--- src/rtl/cmp_timer.sv ---
module cmp_timer #(
  parameter int CW = 32,
  parameter int PW = 12,
  parameter int OW = 4,
  parameter int AW = 5
) (
  input  logic          clk,
  input  logic          rst_n,
  input  logic          bus_sel,
  input  logic          bus_wr,
  input  logic [AW-1:0] bus_addr,
  input  logic [31:0]   bus_wdata,
  output logic [31:0]   bus_rdata,
  input  logic          tick_bus,
  input  logic          tick_per,
  input  logic          tick_osc,
  input  logic          wait_req,
  output logic          irq
);
  localparam int IW = AW - 2;
  localparam int OSC_LSB = 12;
  localparam logic [10:0] CTRL_KEEP = 11'b111_1100_1001;

  logic [10:0]   ctrl_q;
  logic [PW-1:0] pre_main_q, pc_q;
  logic [OW-1:0] pre_osc_q, oc_q;
  logic [CW-1:0] cmp_q, cnt_q, cnt_nxt;
  logic          flag_q, ier_q;
  logic          run, osc_last, osc_tick, src, src_run, cnt_tick, hit;
  logic          wr_ctrl, wr_pre, wr_cmp, wr_stat, wr_ier;
  logic [IW-1:0] idx;
  logic          unused_bits;

  assign idx     = bus_addr[AW-1:2];
  assign wr_ctrl = bus_sel & bus_wr & (idx == IW'(0));
  assign wr_pre  = bus_sel & bus_wr & (idx == IW'(1));
  assign wr_cmp  = bus_sel & bus_wr & (idx == IW'(2));
  assign wr_stat = bus_sel & bus_wr & (idx == IW'(3));
  assign wr_ier  = bus_sel & bus_wr & (idx == IW'(4));
  assign unused_bits = ^{bus_addr[1:0], bus_wdata};

  assign run      = ctrl_q[0] & ~(wait_req & ~ctrl_q[3]);
  assign osc_last = (oc_q == pre_osc_q);
  assign osc_tick = ctrl_q[10] ? (tick_osc & osc_last) : tick_osc;

  always_comb begin
    case (ctrl_q[8:6])
      3'd1:    src = tick_bus;
      3'd2:    src = tick_per;
      3'd5:    src = osc_tick;
      default: src = 1'b0;
    endcase
  end

  assign src_run  = run & src;
  assign cnt_tick = src_run & (pc_q == pre_main_q);
  assign cnt_nxt  = cnt_q + CW'(1);
  assign hit      = cnt_tick & (cnt_nxt == cmp_q);
  assign irq      = flag_q & ier_q;

  always_ff @(posedge clk or negedge rst_n) begin
    if (!rst_n) begin
      ctrl_q     <= '0;
      pre_main_q <= '0;
      pre_osc_q  <= '0;
      pc_q       <= '0;
      oc_q       <= '0;
      cmp_q      <= '0;
      cnt_q      <= '0;
      flag_q     <= 1'b0;
      ier_q      <= 1'b0;
    end else begin
      if (wr_ctrl) ctrl_q <= bus_wdata[10:0] & CTRL_KEEP;
      if (wr_pre) begin
        pre_main_q <= bus_wdata[PW-1:0];
        pre_osc_q  <= bus_wdata[OSC_LSB +: OW];
        pc_q       <= '0;
        oc_q       <= '0;
      end else begin
        if (src_run) pc_q <= cnt_tick ? '0 : pc_q + PW'(1);
        if (run & ctrl_q[10] & tick_osc) oc_q <= osc_last ? '0 : oc_q + OW'(1);
      end
      if (wr_cmp) cmp_q <= bus_wdata[CW-1:0];
      if (wr_ier) ier_q <= bus_wdata[0];
      if (cnt_tick) cnt_q <= cnt_nxt;
      if (hit) flag_q <= 1'b1;
      else if (wr_stat & bus_wdata[0]) flag_q <= 1'b0;
    end
  end

  always_comb begin
    bus_rdata = '0;
    case (idx)
      IW'(0): bus_rdata[10:0] = ctrl_q;
      IW'(1): begin
        bus_rdata[PW-1:0]        = pre_main_q;
        bus_rdata[OSC_LSB +: OW] = pre_osc_q;
      end
      IW'(2): bus_rdata[CW-1:0] = cmp_q;
      IW'(3): bus_rdata[0]      = flag_q;
      IW'(4): bus_rdata[0]      = ier_q;
      IW'(5): bus_rdata[CW-1:0] = cnt_q;
      default: bus_rdata = '0;
    endcase
  end
endmodule

--- config.mk ---
export PLATFORM = sky130hd
export DESIGN_NAME = cmp_timer
export DESIGN_NICKNAME = d
export VERILOG_FILES = /design/src/rtl/cmp_timer.sv
export SDC_FILE = /design/constraint.sdc
export NUM_CORES = 1
export LEC_CHECK = 0
export BUFFER_PORTS_ARGS = -buffer_cell sky130_fd_sc_hd__buf_4
export CORE_MARGIN = 2
export CORE_UTILIZATION = 50
export CTS_CLUSTER_SIZE = 10
export DETAILED_ROUTE_END_ITERATION = 7
export PLACE_DENSITY = 0.7
export SLEW_MARGIN = 20
export SYNTH_ARGS = -nofsm -noshare
export SYNTH_HDL_FRONTEND = slang
export SYNTH_SLANG_ARGS = --single-unit
--- constraint.sdc ---
create_clock -name clk -period 3 [get_ports clk]
set_input_delay 0.15 -clock clk [delete_from_list [all_inputs] [get_ports clk]]
set_output_delay 0.15 -clock clk [all_outputs]
set_load 0.02 [all_outputs]
* Yosys cells after proc, flatten, opt, wreduce, memory -nomap -nowiden
Index checks and enable logic that the tools add are counted.
Cells by class: add/sub/neg operators 3, eq/ne operators 11, mux-type cells 14, bitwise logic cells 18, reductions and logical operators 4
Operators with widths (number):
- one-hot mux 10 bit (4 select lines) | 1
- 2-to-1 mux 12 bit | 3
- adder 32 x 1 -> 32 bit, second input constant | 1
- equality test 32 bit | 1
- one-hot mux 16 bit (2 select lines) | 1
- AND 1 bit | 16
- one-hot mux 5 bit (3 select lines) | 1
- adder 12 x 1 -> 12 bit, second input constant | 1
- equality test 12 bit | 1
- 2-to-1 mux 4 bit | 3
- equality test 3 x 2 -> 1 bit, second input constant | 3
- equality test 3 bit, second input constant | 3
- equality test 3 x 1 -> 1 bit, second input constant | 2
- one-hot mux 1 bit (6 select lines) | 1
- nonzero test 2 bit | 3
- adder 4 x 1 -> 4 bit, second input constant | 1
- equality test 4 bit | 1
- zero test 3 bit | 1
- 2-to-1 mux 1 bit | 3
- one-hot mux 1 bit (3 select lines) | 1
- inverter 1 bit | 2
Storage, ports and cells: bits in registers 105, input port bits 45, output and inout port bits 33, word-level logic and storage cells 59

* Depth between registers and ports, before layout
Gate-level depths: netlist of the first run.
word-level depth 9, gate-level depth with buffers 9, mapped depth without buffers 8

* Worst setup path after synthesis of the first run
No wires, ideal clock.
kind register to register, from register cnt_q[0], to register flag_q, library setup time 92 ps, arrival time 2131 ps, data required time 2908 ps, path slack 777 ps, stages on the path, launching flop included 9, buffers on the path 0, clock period less this slack 2223 ps, cells stage by stage dfrtp_1 > ha_1 > nand3_4 > nor4_1 > xnor2_1 > o21ai_1 > nor4_2 > nand4_1 > o31ai_2
On the way: cells in the longest elaborated chain, start to end 4, elaborated cells on any way between the ends 5, those cells by class add/sub (1); eq/ne (1); mux (1); bitwise (1); reduce/logical (1)
RTL lines:
- start: declaration | line 27 | logic [CW-1:0] cmp_q, cnt_q, cnt_nxt;
- start signal: assignment | line 85 | if (cnt_tick) cnt_q <= cnt_nxt;
- adder 32 x 1 -> 32 bit (*) | line 57 | assign cnt_nxt = cnt_q + CW'(1);
- equality test 32 bit (*) | line 58 | assign hit = cnt_tick & (cnt_nxt == cmp_q);
- AND 1 bit (*) | line 58
- 2-to-1 mux 1 bit or nonzero test 2 bit (tied branches)
- end signal: assignment | line 70 | flag_q <= 1'b0;
- end signal: assignment | line 86 | if (hit) flag_q <= 1'b1;
- end signal: assignment | line 87 | else if (wr_stat & bus_wdata[0]) flag_q <= 1'b0;
- end: declaration | line 28 | logic flag_q, ier_q;
Mark *: on every way between the ends. The rest lies on a longest branch, timed or not. A chain may end at the register's enable or synchronous reset.

* Worst setup path after layout of the first run
Ends and elaborated chain as after synthesis.

==> results of run 1 <==
==> worst min-delay path by stage <==
stage | from | end | slack, ns
2_1_floorplan | rst_n | cmp_q[0]$_DFFE_PN0P_ | -0.15
3_3_place_gp | rst_n | cmp_q[7]$_DFFE_PN0P_ | 0.29
3_5_place_dp | rst_n | ctrl_q[7]$_DFFE_PN0P_ | 0.29
4_1_cts | bus_wdata[17] | cmp_q[17]$_DFFE_PN0P_ | 0.009
5_1_grt | bus_wdata[17] | cmp_q[17]$_DFFE_PN0P_ | 0.02
6_report | bus_wdata[23] | cmp_q[23]$_DFFE_PN0P_ | 0.01
==> cells by family (layout without fill, tap and decap cells) <==
| group | count (synthesis) | in the layout | synth area share |
|---|---|---|---|
| AND/OR/NAND/NOR | 205 | 205 | 0.186 |
| flip-flops | 105 | 105 | 0.418 |
| XOR/XNOR | 102 | 102 | 0.142 |
| AO/OA/AOI/OAI | 88 | 88 | 0.0945 |
| multiplexers | 68 | 68 | 0.121 |
| buffers and inverters | 45 | 110 | 0.0326 |
| adder cells (fa/ha/maj) | 3 | 3 | 0.00597 |
==> metrics by stage <==
| stage | power (uW) | hold WS [ns] |
|---|---|---|
| 4_1_cts | 4040 | 0.00873 |
| 5_1_grt | 4210 | 0.0163 |
| 3_5_place_dp | 2800 | 0.290 |
| 6_report | 4020 | 0.0146 |
| 3_3_place_gp | 2770 | 0.286 |
| 2_1_floorplan | 2470 | -0.146 |
==> metal layers <==
metal | GRT usage | vias to the layer above | share of wire
li1 | - | 2292 | -
met1 | 0.341 | 2414 | 0.44
met2 | 0.385 | 165 | 0.48
met3 | 0.0509 | 22 | 0.057
met4 | 0.0817 | 0 | 0.019
met5 | 0 | - | 0
==> final cells by class <==
type | count | area (sq um)
Clock buffer | 11 | 243
Timing Repair Buffer | 89 | 673
Sequential cell | 105 | 2630
Inverter | 5 | 18.8
Fill cell | 1040 | 4860
Clock inverter | 5 | 62.6
Multi-Input combinational cell | 466 | 3460
Tap cell | 168 | 210
==> worst max-delay path: cells and delay by family, from the launching register on <==
family | cells | cell delay, ns
AND/OR/NAND/NOR | 4 | 1.20
flip-flops | 1 | 0.50
adder cells (fa/ha/maj) | 1 | 0.34
AO/OA/AOI/OAI | 2 | 0.34
XOR/XNOR | 1 | 0.18
==> cell usage after synthesis, drive strengths merged (2+ instances only) <==
| cell type | number | area share |
|---|---|---|
| nand2b | 4 | 0.0040 |
| o21ai | 23 | 0.018 |
| ha | 3 | 0.0060 |
| and3 | 11 | 0.012 |
| clkbuf | 19 | 0.012 |
| and2 | 6 | 0.0060 |
| nor2b | 5 | 0.0050 |
| nor3b | 2 | 0.0024 |
| nor2 | 42 | 0.026 |
| xor2 | 41 | 0.057 |
| o211ai | 2 | 0.0024 |
| nor4 | 10 | 0.021 |
| a31oi | 2 | 0.0020 |
| xnor2 | 61 | 0.085 |
| nand3b | 3 | 0.0036 |
| or3 | 4 | 0.0040 |
| mux2i | 12 | 0.019 |
| o22ai | 8 | 0.0080 |
| nand3 | 12 | 0.012 |
| a22o | 16 | 0.022 |
| nor3 | 16 | 0.017 |
| nand4 | 25 | 0.030 |
| inv | 5 | 0.0030 |
| nand2 | 59 | 0.036 |
| or2 | 2 | 0.0020 |
| mux2 | 55 | 0.098 |
| a21oi | 18 | 0.014 |
| dfrtp | 105 | 0.42 |
| buf | 21 | 0.018 |
| a22oi | 12 | 0.014 |
==> registers in the layout, summed over array words and instances (netlist names) <==
signal and cells:
cmp_q 32, cnt_q 32, pc_q 12, pre_main_q 12
ctrl_q 7, oc_q 4, pre_osc_q 4, flag_q 1
ier_q 1
==> power by group through the flow <==
stage / registers, uW / clock network [uW] / logic [uW]
floorplan: 1810 / 0 / 652
global placement: 1890 / 0 / 879
detailed placement: 1900 / 0 / 903
CTS: 1880 / 1250 / 913
global route: 1910 / 1300 / 998
finish: 1880 / 1230 / 908
==> what timing repair did <==
| item | in CTS | in global routing |
|---|---|---|
| hold endpoints to repair | 63 | 0 |
| buffers inserted | 0 | 0 |
| hold buffers | 2 | 0 |
==> impl_results.md, run 1 <==
- CTS root buf: clkbuf_16
- Vias in the first global route: 4787
- Rel. slew slack: 0.460
- Worst path max stage delay: 0.60 ns
- Slowest cell on crit path: nor4_1
- Antenna diodes: 0
- VDD IR max: 457 uV
- GRT Total Usage: 0.245
- Critical path origin: cnt_q[0]$_DFFE_PN0P_
- Switching share of total power: 0.309
- Post-layout net count: 724
- First-pass GRT wire length: 25100 um
- Async set or reset register ratio after synthesis: 1.00
- Dpl ws: 0.374 ns
- Via/cell ratio: 5.76
- Reg power frac: 0.468
- Top FF cell, synth: dfrtp_1
- H-tree levels: 3
- Net Count, Synth: 664
- Row Count: 40
- Max Slew Vio Count: 0
- Worst-path clk slew: 0.08 ns
- Drt drc: 0
- GP Congestion: 0.890
- Worst Path Arrival: 2.94 ns
- Crit Path Class: flop to flop
- CP startpoint kind: flop
- Synthesis warning total: 0
- Num Clock Sinks: 105
- Cell area power density: 551 nW/um^2
- Gr ovfl total: 0
- Hold path cells: 2
- Min Tclk post-route: 2.66 ns
- Worst flop-to-flop path endpoint: flag_q$_DFFE_PN0P_
- Die height: 116 um
- Number of port buffers: 75
- Post-Synthesis Cells: 616
- Max FO, Critical Path: 8
- Worst Setup End Kind: flop
- # setup viols final: 0
- Post-synthesis cell area: 6290 sq um
- Share of cells above drive strength 1: 0.272
- DRT Wirelength: 15700 um
- Depth of the most critical reg-to-reg path: 8
- Critical-path cell list: ha_1 -> nand3_4 -> nor4_1 -> xnor2_1 -> o21ai_1 -> nor4_2 -> nand4_1 -> o31ai_2
- Comb pwr share: 0.226
- Setup slack, reg-to-reg: 0.34 ns
- Worst setup margin: 0.336 ns
- Mean Syn Cell Area: 10.2 sq um
- Power share of the clock group: 0.306
- Synth-to-layout area growth: 16.0%
- IO Pins: 78
- Commonest non-fill, non-tap cell in the layout: dfrtp_1
- EDFF count, synth: 0
- Iter 0 DRT Violations: 345
- Placed insts: 831
- Final Hold Viols: 0
- Final TNS setup: 0 ns
- Lkg Pwr: 0.00326 uW
- Final Cycle Share: 0.888
- Worst Skew: 0.0101 ns
- Seq/Total Area, Yosys: 0.418
- Post-CTS sizing: 0
- Worst-Skew Late Latency: 0.36 ns
- RR Startpoint: cnt_q[0]$_DFFE_PN0P_
- Hold Crit Class: input port to flop
- RSZ-0062 raised after global routing: no
- CP Capture Point: flag_q$_DFFE_PN0P_
- Crit path required time: 3.28 ns
- Max Cap Violations: 0
- Run status: finished, final reports clean
- Cell-internal power: 2780 uW
- Sw power: 1240 uW
- Antenna violations before repair: 0
- Post-DP Area: 6970 sq um
- Largest net degree at the start of global routing: 65
- Commonest cells after routing, fill and taps aside: 105 x dfrtp_1, 87 x buf_4, 61 x xnor2_1
- Actual slew at the worst max-slew pin: 0.810 ns
- Fmax: 375 MHz
- Die Wd: 116 um
- Synth cell types: 55
- Via count: 4893
- Non-filler cells, final: 849
- Design area: 7300 sq um
- CTS Buf Count: 9
- Final HPWL DP: 11500 um
- CORE AREA: 12200 sq um
- Initial core utilization: 0.517
- DR WL/cell: 18.5 um
- Detailed-router iteration count before antenna repair: 5
- Clk buf depth: 2
- CTS tree: done
- Total die area: 13500 sq um
- Antenna viol nets, final: 0
- #FFs+latches synth: 105
- Fin util: 0.600
No activity file was read; power rests on OpenSTA's default activity.
==> inputs of run 2 (changes only) <==
--- a/config.mk
+++ b/config.mk
@@ -5,12 +5,12 @@
 export SDC_FILE = /design/constraint.sdc
 export NUM_CORES = 1
 export LEC_CHECK = 0
-export BUFFER_PORTS_ARGS = -buffer_cell sky130_fd_sc_hd__buf_4
 export CORE_MARGIN = 2
 export CORE_UTILIZATION = 50
 export CTS_CLUSTER_SIZE = 10
 export DETAILED_ROUTE_END_ITERATION = 7
-export PLACE_DENSITY = 0.7
+export DONT_BUFFER_PORTS = 1
+export REMOVE_ABC_BUFFERS = 1
 export SLEW_MARGIN = 20
 export SYNTH_ARGS = -nofsm -noshare
 export SYNTH_HDL_FRONTEND = slang
==> run 2 against run 1 <==
Effect of this change: clock-buffer cell count is 1 higher; clock skew down 0.00071 ns; first-iteration DRC count shrank 2.9%; critical path depth increased by 1; routed wire length down 1.1%; sequential power about the same; core utilization is 1.8 points lower; register-to-register slack better by 0.04 ns; power decreased by 2.1%; maximum frequency up 1.6%; sequential share of layout area up 1.1 points; critical path type unchanged; largest cell class unchanged; largest power group unchanged; highest routed layer unchanged.
==> impl_results.md, run 2 (synthesis results as in run 1) <==
- Clk buf depth: 2 (unchanged)
- Iter 0 DRT Violations: 335 (was 345)
- GP Congestion: 0.872 (was 0.890)
- Crit path required time: 3.26 ns (was 3.28 ns)
- Run status: finished, final reports clean (unchanged)
- Reg power frac: 0.475 (was 0.468)
- VDD IR max: 431 uV (was 457 uV)
- Rel. slew slack: 0.408 (was 0.460)
- Antenna violations before repair: 0 (unchanged)
- Gr ovfl total: 0 (unchanged)
- Largest net degree at the start of global routing: 106 (was 65)
- Die height: 116 um (unchanged)
- Row Count: 40 (unchanged)
- CORE AREA: 12200 sq um (unchanged)
- Post-CTS Setup Inserts: 0 (unchanged)
- CP bufs+invs: 1 (was 0)
- Crit Path Class: flop to flop (unchanged)
- Worst Path Arrival: 2.88 ns (was 2.94 ns)
- Share of cells above drive strength 1: 0.176 (was 0.272)
- Initial core utilization: 0.517 (unchanged)
- Max FO, Critical Path: 8 (unchanged)
- Min Tclk post-route: 2.62 ns (was 2.66 ns)
- Worst setup margin: 0.378 ns (was 0.336 ns)
- Via count: 4671 (was 4893)
- DRT Wirelength: 15500 um (was 15700 um)
- Commonest non-fill, non-tap cell in the layout: dfrtp_1 (unchanged)
- Slowest cell on crit path: dfrtp_1 (was nor4_1)
- Antenna viol nets, final: 0 (unchanged)
- Hold Crit Class: input port to flop (unchanged)
- Placed insts: 756 (was 831)
- Number of port buffers: 0 (was 75)
- Design area: 7080 sq um (was 7300 sq um)
- Final TNS setup: 0 ns (unchanged)
- Via/cell ratio: 5.80 (was 5.76)
- Lkg Pwr: 0.00304 uW (was 0.00326 uW)
- Post-DP Area: 6410 sq um (was 6970 sq um)
- Total die area: 13500 sq um (unchanged)
- DR WL/cell: 19.2 um (was 18.5 um)
- Antenna diodes: 0 (unchanged)
- # setup viols final: 0 (unchanged)
- CP startpoint kind: flop (unchanged)
- CTS tree: done (unchanged)
- Final Cycle Share: 0.874 (was 0.888)
- Sw power: 1180 uW (was 1240 uW)
- Cell-internal power: 2750 uW (was 2780 uW)
- Die Wd: 116 um (unchanged)
- Final Hold Slack: 0.0693 ns (was 0.0146 ns)
- H-tree levels: 3 (unchanged)
- Actual slew at the worst max-slew pin: 0.886 ns (was 0.810 ns)
- Num Clock Sinks: 105 (unchanged)
- Drt drc: 0 (unchanged)
- Layout fillers: 1064 (was 1040)
- Worst path max stage delay: 0.50 ns (was 0.60 ns)
- Synth-to-layout area growth: 12.5% (was 16.0%)
- Post-layout net count: 681 (was 724)
- Detailed-router iteration count before antenna repair: 5 (unchanged)
- RSZ-0062 raised after global routing: no (unchanged)
- Non-filler cells, final: 806 (was 849)
- Kind of cell adding the most delay to the critical path: simple AND/OR/NAND/NOR gates (unchanged)
- Fmax: 381 MHz (was 375 MHz)
- First-pass GRT wire length: 24600 um (was 25100 um)
- Worst Setup End Kind: flop (unchanged)
- Top flop regs: cmp_q x32, cnt_q x32 (unchanged)
- Final HPWL DP: 11200 um (was 11500 um)
- Critical-path cell list: ha_1 -> nand3_4 -> nor4_1 -> buf_4 -> xnor2_1 -> o21ai_1 -> nor4_2 -> nand4_1 -> o31ai_2 (was ha_1 -> nand3_4 -> nor4_1 -> xnor2_1 -> o21ai_1 -> nor4_2 -> nand4_1 -> o31ai_2)
- CTS Buf Count: 9 (unchanged)
- CTS root buf: clkbuf_16 (unchanged)
- Switching share of total power: 0.300 (was 0.309)
- Dpl ws: 0.417 ns (was 0.374 ns)
- Commonest cells after routing, fill and taps aside: 105 x dfrtp_1, 61 x xnor2_1, 57 x nand2_1 (was 105 x dfrtp_1, 87 x buf_4, 61 x xnor2_1)
- Worst-path clk slew: 0.07 ns (was 0.08 ns)
- GRT Total Usage: 0.242 (was 0.245)
- Comb pwr share: 0.214 (was 0.226)
- Max Slew Vio Count: 0 (unchanged)
- IO Pins: 78 (unchanged)
- Vias in the first global route: 4499 (was 4787)
- Power share of the clock group: 0.311 (was 0.306)
- Max Cap Violations: 0 (unchanged)
- Worst-Skew Late Latency: 0.35 ns (was 0.36 ns)
- Final Hold Viols: 0 (unchanged)
- Worst Skew: 0.00937 ns (was 0.0101 ns)
- Cell area power density: 556 nW/um^2 (was 551 nW/um^2)
-- run 2: changes by cell type in the layout (fill, tap and decap cells not counted) --
cell / change
clkinvlp_4: -1
and3_1: -1
buf_16: +1
dlygate4sd3_1: +31
inv_6: -1
buf_4: -75
and3_2: +1
clkbuf_8: +1
clkinv_2: +1
-- run 2: worst paths after layout --
| kind | depth (start not counted) | from | slack, ns | endpoint |
|---|---|---|---|---|
| worst max-delay path | 9 | cnt_q[0]$_DFFE_PN0P_ | 0.38 | flag_q$_DFFE_PN0P_ |
| min in group asynchronous | 2 | rst_n | 0.43 | cnt_q[0]$_DFFE_PN0P_ |
| worst max register to register | 9 | cnt_q[0]$_DFFE_PN0P_ | 0.38 | flag_q$_DFFE_PN0P_ |
| worst min register to register | 1 | cnt_q[31]$_DFFE_PN0P_ | 0.52 | cnt_q[31]$_DFFE_PN0P_ |
| worst min-delay path | 2 | bus_addr[2] | 0.07 | ier_q$_DFFE_PN0P_ |
| max in group asynchronous | 2 | rst_n | 2.12 | pc_q[8]$_DFFE_PN0P_ |
-- run 2: power groups by stage --
stage               registers (uW)  clock network, uW  logic (uW)
floorplan                     1810                  0         640
CTS                           1870               1250         848
detailed placement            1890                  0         770
global placement              1880                  0         756
finish                        1870               1220         842
global route                  1900               1310         928
-- run 2: area by class of cell --
class / instances / area (sq um) / area share
sequential: 105 / 2630 / 0.371
timing repair buffer: 46 / 448 / 0.0633
clock inverter: 4 / 51.3 / 0.00725
inverter: 5 / 18.8 / 0.00265
multi-input combinational: 466 / 3460 / 0.489
tap: 168 / 210 / 0.0297
clock buffer: 12 / 256 / 0.0363
-- run 2: worst reg2reg max path: stages, from the launching register on --
cell     delay, ns
dfrtp_1       0.50
ha_1          0.34
nand3_4       0.19
nor4_1        0.40
buf_4         0.20
xnor2_1       0.11
o21ai_1       0.10
nor4_2        0.25
nand4_1       0.19
o31ai_2       0.26
-- run 2: routing by layer --
metal | routed length, um | global-route usage | up-vias
met5 | 0 | 0 | -
met3 | 997 | 0.0659 | 16
met2 | 6970 | 0.365 | 134
li1 | - | - | 2211
met4 | 244 | 0.0627 | 0
met1 | 7280 | 0.349 | 2310
-- run 2: metrics by stage --
step           utilization  total power [uW]
2_1_floorplan            -              2460
3_3_place_gp         0.527              2640
3_5_place_dp         0.527              2660
4_1_cts              0.582              3970
5_1_grt              0.582              4150
6_report             0.582              3930
-- run 2: timing repair --
item,CTS,global route
endpoints found under the hold margin,161,0
gates resized for setup,0,0
hold buffers,34,0
==> inputs of run 3 (changes only) <==
==> constraint.sdc (replaced) <==
create_clock -name clk -period 3 [get_ports clk]
set_input_delay 0 -clock clk [delete_from_list [all_inputs] [get_ports clk]]
set_output_delay 0 -clock clk [all_outputs]
set_load 0.02 [all_outputs]
==> run 3 against run 2 <==
Effect of this change: register-to-register slack barely moved; critical path type unchanged; sequential share of layout area fell by 0.17 points; highest routed layer unchanged; maximum frequency rose by 0.41%; largest cell class unchanged; largest power group unchanged.
==> impl_results.md, run 3 (synthesis results as in run 1) <==
- Worst Path Arrival: 2.88 ns (about the same)
- Worst min-delay path startpoint: bus_wr (was bus_addr[2])
- Final Total Pwr: 3930 uW (about the same)
- Fmax: 383 MHz (was 381 MHz)
- Cts hold-fix bufs: 40 (was 34)
- Number of port buffers: 0 (unchanged)
- Vias in the first global route: 4754 (was 4499)
- Slowest cell on crit path: dfrtp_1 (unchanged)
- Via count: 4711 (was 4671)
- Max FO, Critical Path: 8 (unchanged)
- # setup viols final: 0 (unchanged)
- Worst flop-to-flop path endpoint: flag_q$_DFFE_PN0P_ (unchanged)
- CORE AREA: 12200 sq um (unchanged)
- Worst-Skew Late Latency: 0.36 ns (was 0.35 ns)
- Worst-path clk slew: 0.07 ns (about the same)
- Cell area power density: 553 nW/um^2 (was 556 nW/um^2)
- Depth of the most critical reg-to-reg path: 9 (unchanged)
- Run status: finished, final reports clean (unchanged)
- Worst path max stage delay: 0.48 ns (was 0.50 ns)
- Via/cell ratio: 5.82 (was 5.80)
- Die height: 116 um (unchanged)
- Setup slack, reg-to-reg: 0.39 ns (was 0.38 ns)
- Gr ovfl total: 0 (unchanged)
- CP startpoint kind: flop (unchanged)
- Worst Skew: 0.00890 ns (was 0.00937 ns)
- First-pass GRT wire length: 25300 um (was 24600 um)
- VDD IR max: 421 uV (was 431 uV)
- Final Cycle Share: 0.870 (was 0.874)
- Initial core utilization: 0.517 (unchanged)
- Post-CTS Setup Inserts: 0 (unchanged)
- IO Pins: 78 (unchanged)
- Hold Crit Class: input port to flop (unchanged)
- Register Area: 2630 sq um (unchanged)
- CTS Buf Count: 9 (unchanged)
- Num Clock Sinks: 105 (unchanged)
- RSZ-0062 raised after global routing: no (unchanged)
- Actual slew at the worst max-slew pin: 0.964 ns (was 0.886 ns)
- Critical-path cell list: ha_1 -> nand3_4 -> nor4_1 -> buf_4 -> xnor2_1 -> o21ai_1 -> nor4_2 -> nand4_1 -> o31ai_2 (unchanged)
- Crit path required time: 3.27 ns (was 3.26 ns)
- Antenna violations before repair: 0 (unchanged)
- Max Slew Vio Count: 0 (unchanged)
- Share of cells above drive strength 1: 0.172 (was 0.176)
- Min Tclk post-route: 2.61 ns (was 2.62 ns)
- Total die area: 13500 sq um (unchanged)
- DR WL/cell: 19.5 um (was 19.2 um)
- Final Hold Slack: 0.000847 ns (was 0.0693 ns)
- Hold path cells: 3 (was 2)
- CTS tree: done (unchanged)
- Final TNS setup: 0 ns (unchanged)
- Post-layout net count: 685 (was 681)
- Critical path origin: cnt_q[0]$_DFFE_PN0P_ (unchanged)
- Final Hold Viols: 0 (unchanged)
- Worst Setup End Kind: flop (unchanged)
- RR Startpoint: cnt_q[0]$_DFFE_PN0P_ (unchanged)
- Drt drc: 0 (unchanged)
- Largest net degree at the start of global routing: 106 (unchanged)
- Antenna viol nets, final: 0 (unchanged)
- Layout fillers: 1070 (was 1064)
- Crit Path Class: flop to flop (unchanged)
- Commonest cells after routing, fill and taps aside: 105 x dfrtp_1, 61 x xnor2_1, 57 x nand2_1 (unchanged)
- Iter 0 DRT Violations: 317 (was 335)
- Row Count: 40 (unchanged)
- Clk buf depth: 2 (unchanged)
- Multi-input logic area: 3460 sq um (unchanged)
- CTS root buf: clkbuf_16 (unchanged)
- Lkg Pwr: 0.00304 uW (about the same)
- Antenna diodes: 0 (unchanged)
- Detailed-router iteration count before antenna repair: 5 (unchanged)
- Die Wd: 116 um (unchanged)
- Post-CTS sizing: 0 (unchanged)
- Rel. slew slack: 0.356 (was 0.408)
- Final HPWL DP: 11200 um (about the same)
- Commonest non-fill, non-tap cell in the layout: dfrtp_1 (unchanged)
- DRT Wirelength: 15800 um (was 15500 um)
- Hold Path Sink: flag_q$_DFFE_PN0P_ (was ier_q$_DFFE_PN0P_)
- GP Congestion: 0.873 (was 0.872)
- Top flop regs: cmp_q x32, cnt_q x32 (unchanged)
- Max Cap Violations: 0 (unchanged)
- GRT Total Usage: 0.249 (was 0.242)
- Fin util: 0.584 (was 0.582)
- H-tree levels: 3 (unchanged)
- Synth-to-layout area growth: 13.0% (was 12.5%)
[run 3: cell types whose count changed in the layout (fill, tap and decap cells not counted)]
cell,previous run,this run
clkinv_2,1,2
dlygate4sd3_1,33,39
clkbuf_1,1,0
buf_4,12,10
clkbuf_8,2,1
[run 3: layer usage]
metal | track usage | vias up | routed length [um]
met2 | 0.384 | 136 | 7270
met4 | 0.0786 | 0 | 262
met3 | 0.0597 | 21 | 963
met5 | 0 | - | 0
li1 | - | 2214 | -
met1 | 0.350 | 2340 | 7290
[run 3: how the worst max path moves through the flow]
stage | end | slack, ns | cells past startpoint
after CTS | flag_q$_DFFE_PN0P_ | 0.41 | 9
after detailed placement | flag_q$_DFFE_PN0P_ | 0.44 | 9
after global placement | flag_q$_DFFE_PN0P_ | 0.46 | 9
after floorplan | pc_q[11]$_DFFE_PN0P_ | 0.16 | 5
after global routing | flag_q$_DFFE_PN0P_ | 0.15 | 9
final | flag_q$_DFFE_PN0P_ | 0.39 | 9
[run 3: area by class of cell]
type / count / share of cell area
clock inverters: 5 / 0.00792
clock buffers: 10 / 0.0336
multi-input cells: 466 / 0.487
flip-flops and latches: 105 / 0.370
inverters: 5 / 0.00264
repair buffers: 50 / 0.0694
well taps: 168 / 0.0296
[run 3: power by group]
group / switching, uW / leakage (uW) / internal, uW
Sequential: 246 / 0.00136 / 1620
Clock: 532 / 0.000144 / 664
Combinational: 418 / 0.00154 / 446
[run 3: worst max-delay path, delay by kind of cell, from the launching register on]
kind / cells / cell delay, ns
flip-flops: 1 / 0.48
buffers and inverters: 1 / 0.20
XOR/XNOR: 1 / 0.11
AO/OA/AOI/OAI: 2 / 0.35
adder cells (fa/ha/maj): 1 / 0.34
AND/OR/NAND/NOR: 4 / 1.06
[run 3: stage by stage]
| step | setup WS, ns | instances | instance area (sq um) |
|---|---|---|---|
| after floorplan | 0.156 | 576 | 6100 |
| after global placement | 0.465 | 754 | 6390 |
| after detailed placement | 0.435 | 754 | 6390 |
| after CTS | 0.408 | 809 | 7110 |
| after global routing | 0.146 | 809 | 7110 |
| final | 0.389 | 809 | 7110 |
